`config.mk`:
```
export PLATFORM = sky130hd
export DESIGN_NAME = sid_span_filter
export DESIGN_NICKNAME = d
export VERILOG_FILES = /design/src/rtl/sid_span_filter.sv
export SDC_FILE = /design/constraint.sdc
export NUM_CORES = 1
export LEC_CHECK = 0
export BUFFER_PORTS_ARGS = -buffer_cell sky130_fd_sc_hd__buf_2
export CAP_MARGIN = 10
export CORE_MARGIN = 5
export CORE_UTILIZATION = 54
export DETAILED_ROUTE_END_ITERATION = 10
export PLACE_DENSITY_LB_ADDON = 0.15
export SYNTH_ARGS = -nofsm -noshare
export SYNTH_HDL_FRONTEND = slang
export SYNTH_SLANG_ARGS = --single-unit
```
`constraint.sdc`:
```
create_clock -name clk -period 3.02 [get_ports clk]
set_input_delay 0.453 -clock clk [delete_from_list [all_inputs] [get_ports clk]]
set_output_delay 0.453 -clock clk [all_outputs]
set_load 0.01 [all_outputs]
```
`src/rtl/sid_span_filter.sv`:
```
module sid_span_filter #(
  parameter int NUM_CTR    = 4,
  parameter int NUM_CODES  = 8,
  parameter int CODE_W     = 16,
  parameter int SID_W      = 32,
  parameter int ADDR_W     = 12,
  parameter int ETYPE_BASE = 'h400,
  parameter int PAT_BASE   = 'hA00,
  parameter int SPAN_BIT   = 29
) (
  input  logic                 clk,
  input  logic                 rst_n,
  input  logic                 glob_filt,
  input  logic                 wr_en,
  input  logic [ADDR_W-1:0]    wr_addr,
  input  logic [31:0]          wr_data,
  input  logic [NUM_CODES-1:0] ev_hit,
  input  logic [SID_W-1:0]     ev_sid,
  output logic [NUM_CTR-1:0]   qual
);
  localparam int CI_W = (NUM_CODES > 1) ? $clog2(NUM_CODES) : 1;

  logic [NUM_CTR-1:0][CODE_W-1:0] code_q;
  logic [NUM_CTR-1:0]             span_q;
  logic [NUM_CTR-1:0][SID_W-1:0]  sid_q;
  logic [NUM_CTR-1:0]             qual_d;

  for (genvar i = 0; i < NUM_CTR; i++) begin : g_ctr
    localparam logic [ADDR_W-1:0] ET_A  = ADDR_W'(ETYPE_BASE + 4 * i);
    localparam logic [ADDR_W-1:0] PAT_A = ADDR_W'(PAT_BASE + 4 * i);

    logic             sel_span, code_zero, code_ok, sid_ok;
    logic [SID_W-1:0] sel_sid, dc_mask;

    always_ff @(posedge clk) begin
      if (!rst_n) begin
        code_q[i] <= '0;
        span_q[i] <= 1'b1;
        sid_q[i]  <= '1;
      end else if (wr_en) begin
        if (wr_addr == ET_A) begin
          code_q[i] <= wr_data[CODE_W-1:0];
          span_q[i] <= wr_data[SPAN_BIT];
        end
        if (wr_addr == PAT_A) sid_q[i] <= wr_data[SID_W-1:0];
      end
    end

    assign sel_span  = glob_filt ? span_q[0] : span_q[i];
    assign sel_sid   = glob_filt ? sid_q[0]  : sid_q[i];
    assign dc_mask   = sel_span ? (sel_sid ^ (sel_sid + 1'b1)) : '0;
    assign sid_ok    = ((ev_sid ^ sel_sid) & ~dc_mask) == '0;
    assign code_zero = code_q[i] == '0;
    assign code_ok   = (code_q[i] < CODE_W'(NUM_CODES)) && ev_hit[code_q[i][CI_W-1:0]];
    assign qual_d[i] = code_zero | (code_ok & sid_ok);
  end

  always_ff @(posedge clk) begin
    if (!rst_n) qual <= '0;
    else        qual <= qual_d;
  end
endmodule

```
==> insert_results.sql, run 1 <==
INSERT INTO impl_metrics (metric_group, metric, value, unit) VALUES
('clocking', 'clk_latency', '0.45', 'ns'),
('global_route', 'groute.usage.overall', '36.0', '%'),
('global_route', 'antenna_violations_before_repair', '0', ''),
('clocking', 'cts_htree_levels', '4', ''),
('pwr', 'power.leakage', '6.29', 'nW'),
('min_path', 'timing.hold.worst.class', 'input pin to flip-flop', ''),
('die', 'core_area', '23300', 'sq um'),
('sta', 'slew_headroom', '36.4', '%'),
('clocking', 'clk_pin_slew_worst_paths', '0.09', 'ns'),
('sta', 'grt_setup_unrepaired', 'false', ''),
('yosys', 'synth_top_cell_by_area', 'dfxtp_1', ''),
('sta', 'postLayoutSetupSlackWorst', '0.109', 'ns'),
('final_layout', 'seq_area', '4010', 'sq um'),
('sta', 'fmax', '344', 'MHz'),
('drt', 'drcViolationCount', '0', ''),
('die', 'initial_utilization', '54.6', '%'),
('yosys', 'netlist_area', '12700', 'sq um'),
('drt', 'drt-vias-per-instance', '6.27', ''),
('drt', 'drt_wl_total', '48.0', 'mm'),
('yosys', 'synth.avg_cell_area', '7.96', 'sq um'),
('global_route', 'first_global_vias', '12069', ''),
('drt', 'avgRoutedWirePerCell', '23.9', 'um'),
('yosys', 'synth_enable_flop_cells', '0', ''),
('placed_design', 'place.detailed.hpwl', '36.0', 'mm'),
('placed_design', 'placedInstanceArea', '13800', 'sq um'),
('drt', 'routed-wl-met3', '4.94', 'mm'),
('drt', 'first_iter_violations', '1368', ''),
('critical_path', 'cp-start-kind', 'flip-flop', ''),
('sta', 'final.period_utilization', '96.4', '%'),
('critical_path', 'crit_fanout', '3', ''),
('final_layout', 'n_antenna_cell', '0', ''),
('drt', 'drt.antenna.violating_nets', '0', ''),
('clocking', 'clock-sinks', '200', ''),
('critical_path', 'setup.worst_path.end_class', 'flip-flop', ''),
('critical_path', 'arrival_time_at_the_worst_endpoint', '3.29', 'ns'),
('sta', 'report.final.slew_viol_count', '0', ''),
('global_route', 'grt_max_degree', '99', ''),
('drt', 'detailroute.wirelength.met2', '20.2', 'mm'),
('clocking', 'cts_buffers', '17', ''),
('placed_design', 'place.gp.congestion', '1.07', ''),
('placed_design', 'placedCellCount', '1976', ''),
('yosys', 'part_of_the_yosys_area_used_for_sequential_elements', '31.4', '%'),
('clocking', 'cts_max_path_buffers', '2', ''),
('yosys', 'synth_cells', '1600', ''),
('yosys', 'synth_fp_nets', '1689', ''),
('pwr', 'power_density', '413', 'nW/um^2'),
('die', 'die-width', '164', 'um'),
('final_layout', 'multiInputGateArea', '8060', 'sq um'),
('final_layout', 'layout.filler_cells', '2106', ''),
('clocking', 'cts_stage_hold_buffer_count', '0', ''),
('outcome', 'run_status', 'complete, no violations', ''),
('final_layout', 'layout.core_utilization', '62.1', '%'),
('yosys', 'yosys_register_bits', '200', ''),
('yosys', 'synth_cell_types', '72', ''),
('final_layout', 'final_cells', '2008', ''),
('clocking', 'cts_setup_buffers', '0', ''),
('final_layout', 'drive_gt1_share', '15.8', '%'),
('yosys', 'synthArstFlopShare', '0', '%'),
('die', 'design.die.area', '26800', 'sq um'),
('yosys', 'yosys-top-cells-area', 'dfxtp_1 (31%), mux2i_1 (12%), nand2_1 (9.2%)', ''),
('sta', 'worst_hold_slack', '0.261', 'ns'),
('pwr', 'max-vdd-ir-drop', '0.000286', 'V'),
('yosys', 'synth_top_cells_by_count', 'nand2_1 (313), dfxtp_1 (200), nand3_1 (158)', ''),
('drt', 'drt_pass1_iterations', '8', ''),
('drt', 'met1_length', '21.2', 'mm'),
('sta', 'endpoints_failing_setup', '0', ''),
('clocking', 'cts_tree', 'done', ''),
('critical_path', 'timing.critical_path.required', '3.40', 'ns'),
('yosys', 'ys.flop_type', 'dfxtp_1', ''),
('placed_design', 'portBuffers', '91', ''),
('job', 'max_cap_violations', '0', '');
[cells in the final DEF (no fill, tap or decap), types with 18 or more instances in the layout]
cell type / instances
a21oi_1: 29
buf_2: 89
dfxtp_1: 199
nand3b_1: 28
xnor2_1: 80
nand4_1: 33
xor2_1: 45
nor2_1: 33
o21ai_0: 32
buf_4: 103
nand3_1: 158
inv_1: 18
mux2i_1: 149
nor2b_1: 72
nand2_1: 313
[final cells by class]
class	instances	share of cell area (%)
multi-input combinational	1242	55.6
sequential	200	27.6
timing repair buffer	197	9.04
clock buffer	17	2.93
tap	319	2.75
clock inverter	15	1.61
inverter	18	0.466
[registers in the layout, summed over array words and instances (netlist names)]
register and cells:
span_q 3, qual 4, code_q 64, sid_q 96
g_ctr.sel_span 1, g_ctr.sel_sid 32
[timing repair]
action                                 4_1_cts  5_1_grt
gates resized for setup                      0        5
endpoints found under the hold margin        0        0
setup endpoints to repair                    0        2
[per-layer routing]
metal / up-vias / global-route usage, %
met4: 0 / 11.9
li1: 5791 / -
met1: 6009 / 52.1
met3: 92 / 8.33
met2: 700 / 52.7
met5: - / 0
[stage by stage]
stage / total power [mW] / setup TNS [ns]
2_1_floorplan: 3.17 / 0
6_report: 5.98 / 0
4_1_cts: 6.00 / 0
3_5_place_dp: 3.46 / -0.0239
3_3_place_gp: 3.46 / -0.0212
5_1_grt: 6.16 / 0
[kinds of logic after synthesis]
kind of cell | count (synthesis) | share of synthesized area, %
multiplexers | 165 | 13.8
flip-flops | 200 | 31.4
buffers and inverters | 158 | 5.46
AND/OR/NAND/NOR | 747 | 29.2
AO/OA/AOI/OAI | 204 | 11.4
adder cells (fa/ha/maj) | 1 | 0.0982
XOR/XNOR | 125 | 8.60
[report_power, final]
group	total (mW)	leakage, nW	switching [mW]	internal (mW)
logic	0.789	4.35	0.472	0.317
registers	2.64	1.62	0.00212	2.64
clock network	2.55	0.318	1.36	1.19
total	5.98	6.29	1.83	4.15
[critical path, cell delays in order (launching register included)]
cell and delay, ns:
dfxtp_1 0.37, nand3_1 0.23, buf_4 0.22, a2111oi_0 0.72, o2111ai_1 0.33, nor4_2 0.39
buf_4 0.16, o2111ai_1 0.10, o21ai_1 0.19, buf_4 0.15
[final timing paths]
kind / startpoint / endpoint / slack, ns / cells past startpoint
setup / recovery: g_ctr[0].sel_sid[1]$_SDFFE_PN1P_ / qual[0]$_SDFF_PN0_ / 0.11 / 9
hold / removal: wr_data[26] / sid_q[90]$_SDFFE_PN1P_ / 0.26 / 3
setup reg to reg: g_ctr[0].sel_sid[1]$_SDFFE_PN1P_ / qual[0]$_SDFF_PN0_ / 0.11 / 9
hold reg to reg: sid_q[88]$_SDFFE_PN1P_ / sid_q[88]$_SDFFE_PN1P_ / 0.47 / 2
Power figures use the tool's default switching activity.
==> run 2, diff against run 1 <==
- BUFFER_PORTS_ARGS: -buffer_cell sky130_fd_sc_hd__buf_2 -> -buffer_cell sky130_fd_sc_hd__buf_4
==> run 2 against run 1 <==
Non-clock buffer count is 11 lower. Worst setup slack better by 0.21 ns. Cell area is 0.63% higher. Wire length is 0.71% lower. Clock-buffer cell count stayed put. Hold slack worse by 0.025 ns. Clock skew is 0.0047 ns lower. Die area stayed put. Register-to-register slack better by 0.29 ns. Combinational power is 2% higher.
==> insert_results.sql, run 2 (synthesis results as in run 1) <==
INSERT INTO impl_metrics (metric_group, metric, value, unit) VALUES
('outcome', 'run_status', 'complete, no violations', ''),
('pwr', 'intPower', '4.14', 'mW'),
('pwr', 'switching_power', '1.79', 'mW'),
('die', 'core_area', '23300', 'sq um'),
('drt', 'drt_wl_total', '47.6', 'mm'),
('final_layout', 'largest-register', 'sid_q', ''),
('final_layout', 'layout_commonest_cell', 'nand2_1', ''),
('die', 'fp.dieH', '164', 'um'),
('min_path', 'hold_start', 'wr_data[19]', ''),
('clocking', 'clock-sinks', '200', ''),
('pwr', 'power_frac_seq', '44.5', '%'),
('final_layout', 'final_cells', '1997', ''),
('clocking', 'cts_buffers', '17', ''),
('critical_path', 'cp_slowest_cell', 'a2111oi_0', ''),
('drt', 'avgRoutedWirePerCell', '23.8', 'um'),
('critical_path', 'timing.critical_path.required', '3.40', 'ns'),
('pwr', 'max-vdd-ir-drop', '0.000317', 'V'),
('clocking', 'cts_htree_levels', '4', ''),
('clocking', 'cts_resized', '0', ''),
('sta', 'tightest_slew', '0.904', 'ns'),
('clocking', 'cts_max_path_buffers', '2', ''),
('sta', 'finalWorstPathRequiredPeriod', '2.70', 'ns'),
('critical_path', 'cp-start-kind', 'input pin', ''),
('sta', 'worst_hold_slack', '0.236', 'ns'),
('pwr', 'power_density', '407', 'nW/um^2'),
('die', 'design.die.area', '26800', 'sq um'),
('clocking', 'cts_setup_buffers', '0', ''),
('critical_path', 'crit-reg2reg-capture', 'qual[2]$_SDFF_PN0_', ''),
('die', 'floorplan.rows', '56', ''),
('die', 'die-width', '164', 'um'),
('critical_path', 'worstSetupEndpoint', 'qual[1]$_SDFF_PN0_', ''),
('pwr', 'pwr-share-clk', '42.0', '%'),
('clocking', 'cts_tree', 'done', ''),
('global_route', 'first_pass_grt_wire_length', '72.4', 'mm'),
('critical_path', 'cp-startpoint', 'glob_filt', ''),
('sta', 'hold_violations', '0', ''),
('final_layout', 'largest_reg_flops', '96', ''),
('critical_path', 'setup.worst_path.end_class', 'flip-flop', ''),
('sta', 'final.period_utilization', '89.4', '%'),
('critical_path', 'cp_cell_sequence', 'buf_6, buf_12, mux2i_1, xor2_1, nand2b_1, a2111oi_0, o2111a_1, nand4_1, o21ai_1', ''),
('pwr', 'combinationalPowerShare', '13.5', '%'),
('global_route', 'first_global_vias', '11826', ''),
('global_route', 'grt_remaining_overflow', '0', ''),
('critical_path', 'worst-setup-path-type', 'input pin to flip-flop', ''),
('critical_path', 'crit_fanout', '54', ''),
('final_layout', 'layout.core_utilization', '62.5', '%'),
('drt', 'drcViolationCount', '0', ''),
('global_route', 'groute.usage.overall', '35.4', '%'),
('sta', 'fmax', '370', 'MHz'),
('clocking', 'clk_pin_slew_worst_paths', '0.09', 'ns'),
('clocking', 'clk_latency', '0.45', 'ns'),
('final_layout', 'layout_common_cells', 'nand2_1 (313), dfxtp_1 (200), buf_4 (183)', ''),
('pwr', 'p_sw_share', '30.2', '%'),
('sta', 'endpoints_failing_setup', '0', ''),
('placed_design', 'portBuffers', '91', ''),
('critical_path', 'timing.reg2reg.worst_path_depth', '8', ''),
('sta', 'report.final.slew_viol_count', '0', ''),
('final_layout', 'n_antenna_cell', '0', ''),
('die', 'initial_utilization', '54.6', '%'),
('die', 'num_io_pins', '92', ''),
('min_path', 'timing.hold.worst.class', 'input pin to flip-flop', ''),
('global_route', 'grt_max_degree', '93', ''),
('drt', 'first_iter_violations', '1500', ''),
('drt', 'drt.antenna.violating_nets', '0', ''),
('sta', 'grt_setup_unrepaired', 'false', ''),
('critical_path', 'timing.reg2reg.setup_slack', '0.40', 'ns'),
('clocking', 'cts_stage_hold_buffer_count', '0', ''),
('drt', 'drt-vias-per-instance', '6.28', ''),
('sta', 'clock_skew_after_layout', '0.0137', 'ns'),
('critical_path', 'arrival_time_at_the_worst_endpoint', '3.08', 'ns'),
('critical_path', 'timing.rr.start', 'code_q[35]$_SDFFE_PN0P_', ''),
('final_layout', 'nNetsFinal', '1754', ''),
('clocking', 'cts_root_buf', 'clkbuf_16', ''),
('pwr', 'power.leakage', '6.29', 'nW'),
('final_layout', 'drive_gt1_share', '15.1', '%'),
('final_layout', 'area.growth.synth_to_final', '14.5', '%'),
('placed_design', 'place.detailed.hpwl', '35.7', 'mm'),
('global_route', 'antenna_violations_before_repair', '0', ''),
('placed_design', 'placedCellCount', '1965', ''),
('drt', 'drt_pass1_iterations', '6', ''),
('placed_design', 'place.gp.congestion', '1.03', ''),
('drt', 'vias', '12541', ''),
('sta', 'slew_headroom', '39.8', '%'),
('job', 'max_cap_violations', '0', ''),
('critical_path', 'cpPeakStageDelay', '0.75', 'ns');
## run 2: cell count changes in the layout (fill, tap and decap cells not counted), sizes merged
cell	previous run	this run
buf	197	186
clkinv	5	7
inv	28	26
## run 2: area by class of cell
cell class | instances | area (sq um)
repair buffers | 186 | 1430
multi-input cells | 1242 | 8050
inverters | 18 | 67.6
clock buffers | 17 | 425
fillers | 2145 | 8750
flip-flops and latches | 200 | 4000
clock inverters | 15 | 220
well taps | 319 | 399
## run 2: worst min path at each step
stage                              end  slack (ns)  cells after the start
4_1_cts        sid_q[115]$_SDFFE_PN1P_        0.22                      3
6_report       sid_q[115]$_SDFFE_PN1P_        0.24                      3
5_1_grt        sid_q[118]$_SDFFE_PN1P_        0.24                      3
3_3_place_gp    sid_q[43]$_SDFFE_PN1P_        0.45                      2
2_1_floorplan   sid_q[43]$_SDFFE_PN1P_        0.43                      2
3_5_place_dp    sid_q[87]$_SDFFE_PN1P_        0.46                      2
## run 2: routing by layer
metal | up-vias | global-route usage, % | part of all wire, %
met5 | - | 0 | 0
met4 | 0 | 10.8 | 2.7
met3 | 78 | 7.44 | 10
met2 | 686 | 51.8 | 43
met1 | 6017 | 52.1 | 44
li1 | 5760 | - | -
## run 2: per-stage QoR
step | instance area, sq um | setup TNS, ns | setup slack [ns] | power (mW)
detailed placement | 13900 | -0.0276 | -0.0276 | 3.48
CTS | 14600 | 0 | 0.421 | 5.93
global route | 14600 | 0 | 0.176 | 6.10
finish | 14600 | 0 | 0.320 | 5.94
global placement | 13900 | -0.0314 | -0.0314 | 3.48
floorplan | 12700 | 0 | 0.639 | 3.17
## run 2: critical path: cells and delay by family
family | cells | cell delay (ns)
buf+inv | 2 | 0.69
simple gates | 2 | 0.23
xor+xnor | 1 | 0.20
mux | 1 | 0.26
compound gates | 3 | 1.18
## run 2: power by group through the flow
stage	combinational [mW]	clock [mW]	sequential, mW
2_1_floorplan	0.463	0	2.70
3_3_place_gp	0.778	0	2.70
3_5_place_dp	0.775	0	2.70
4_1_cts	0.779	2.51	2.64
5_1_grt	0.840	2.61	2.64
6_report	0.802	2.50	2.64
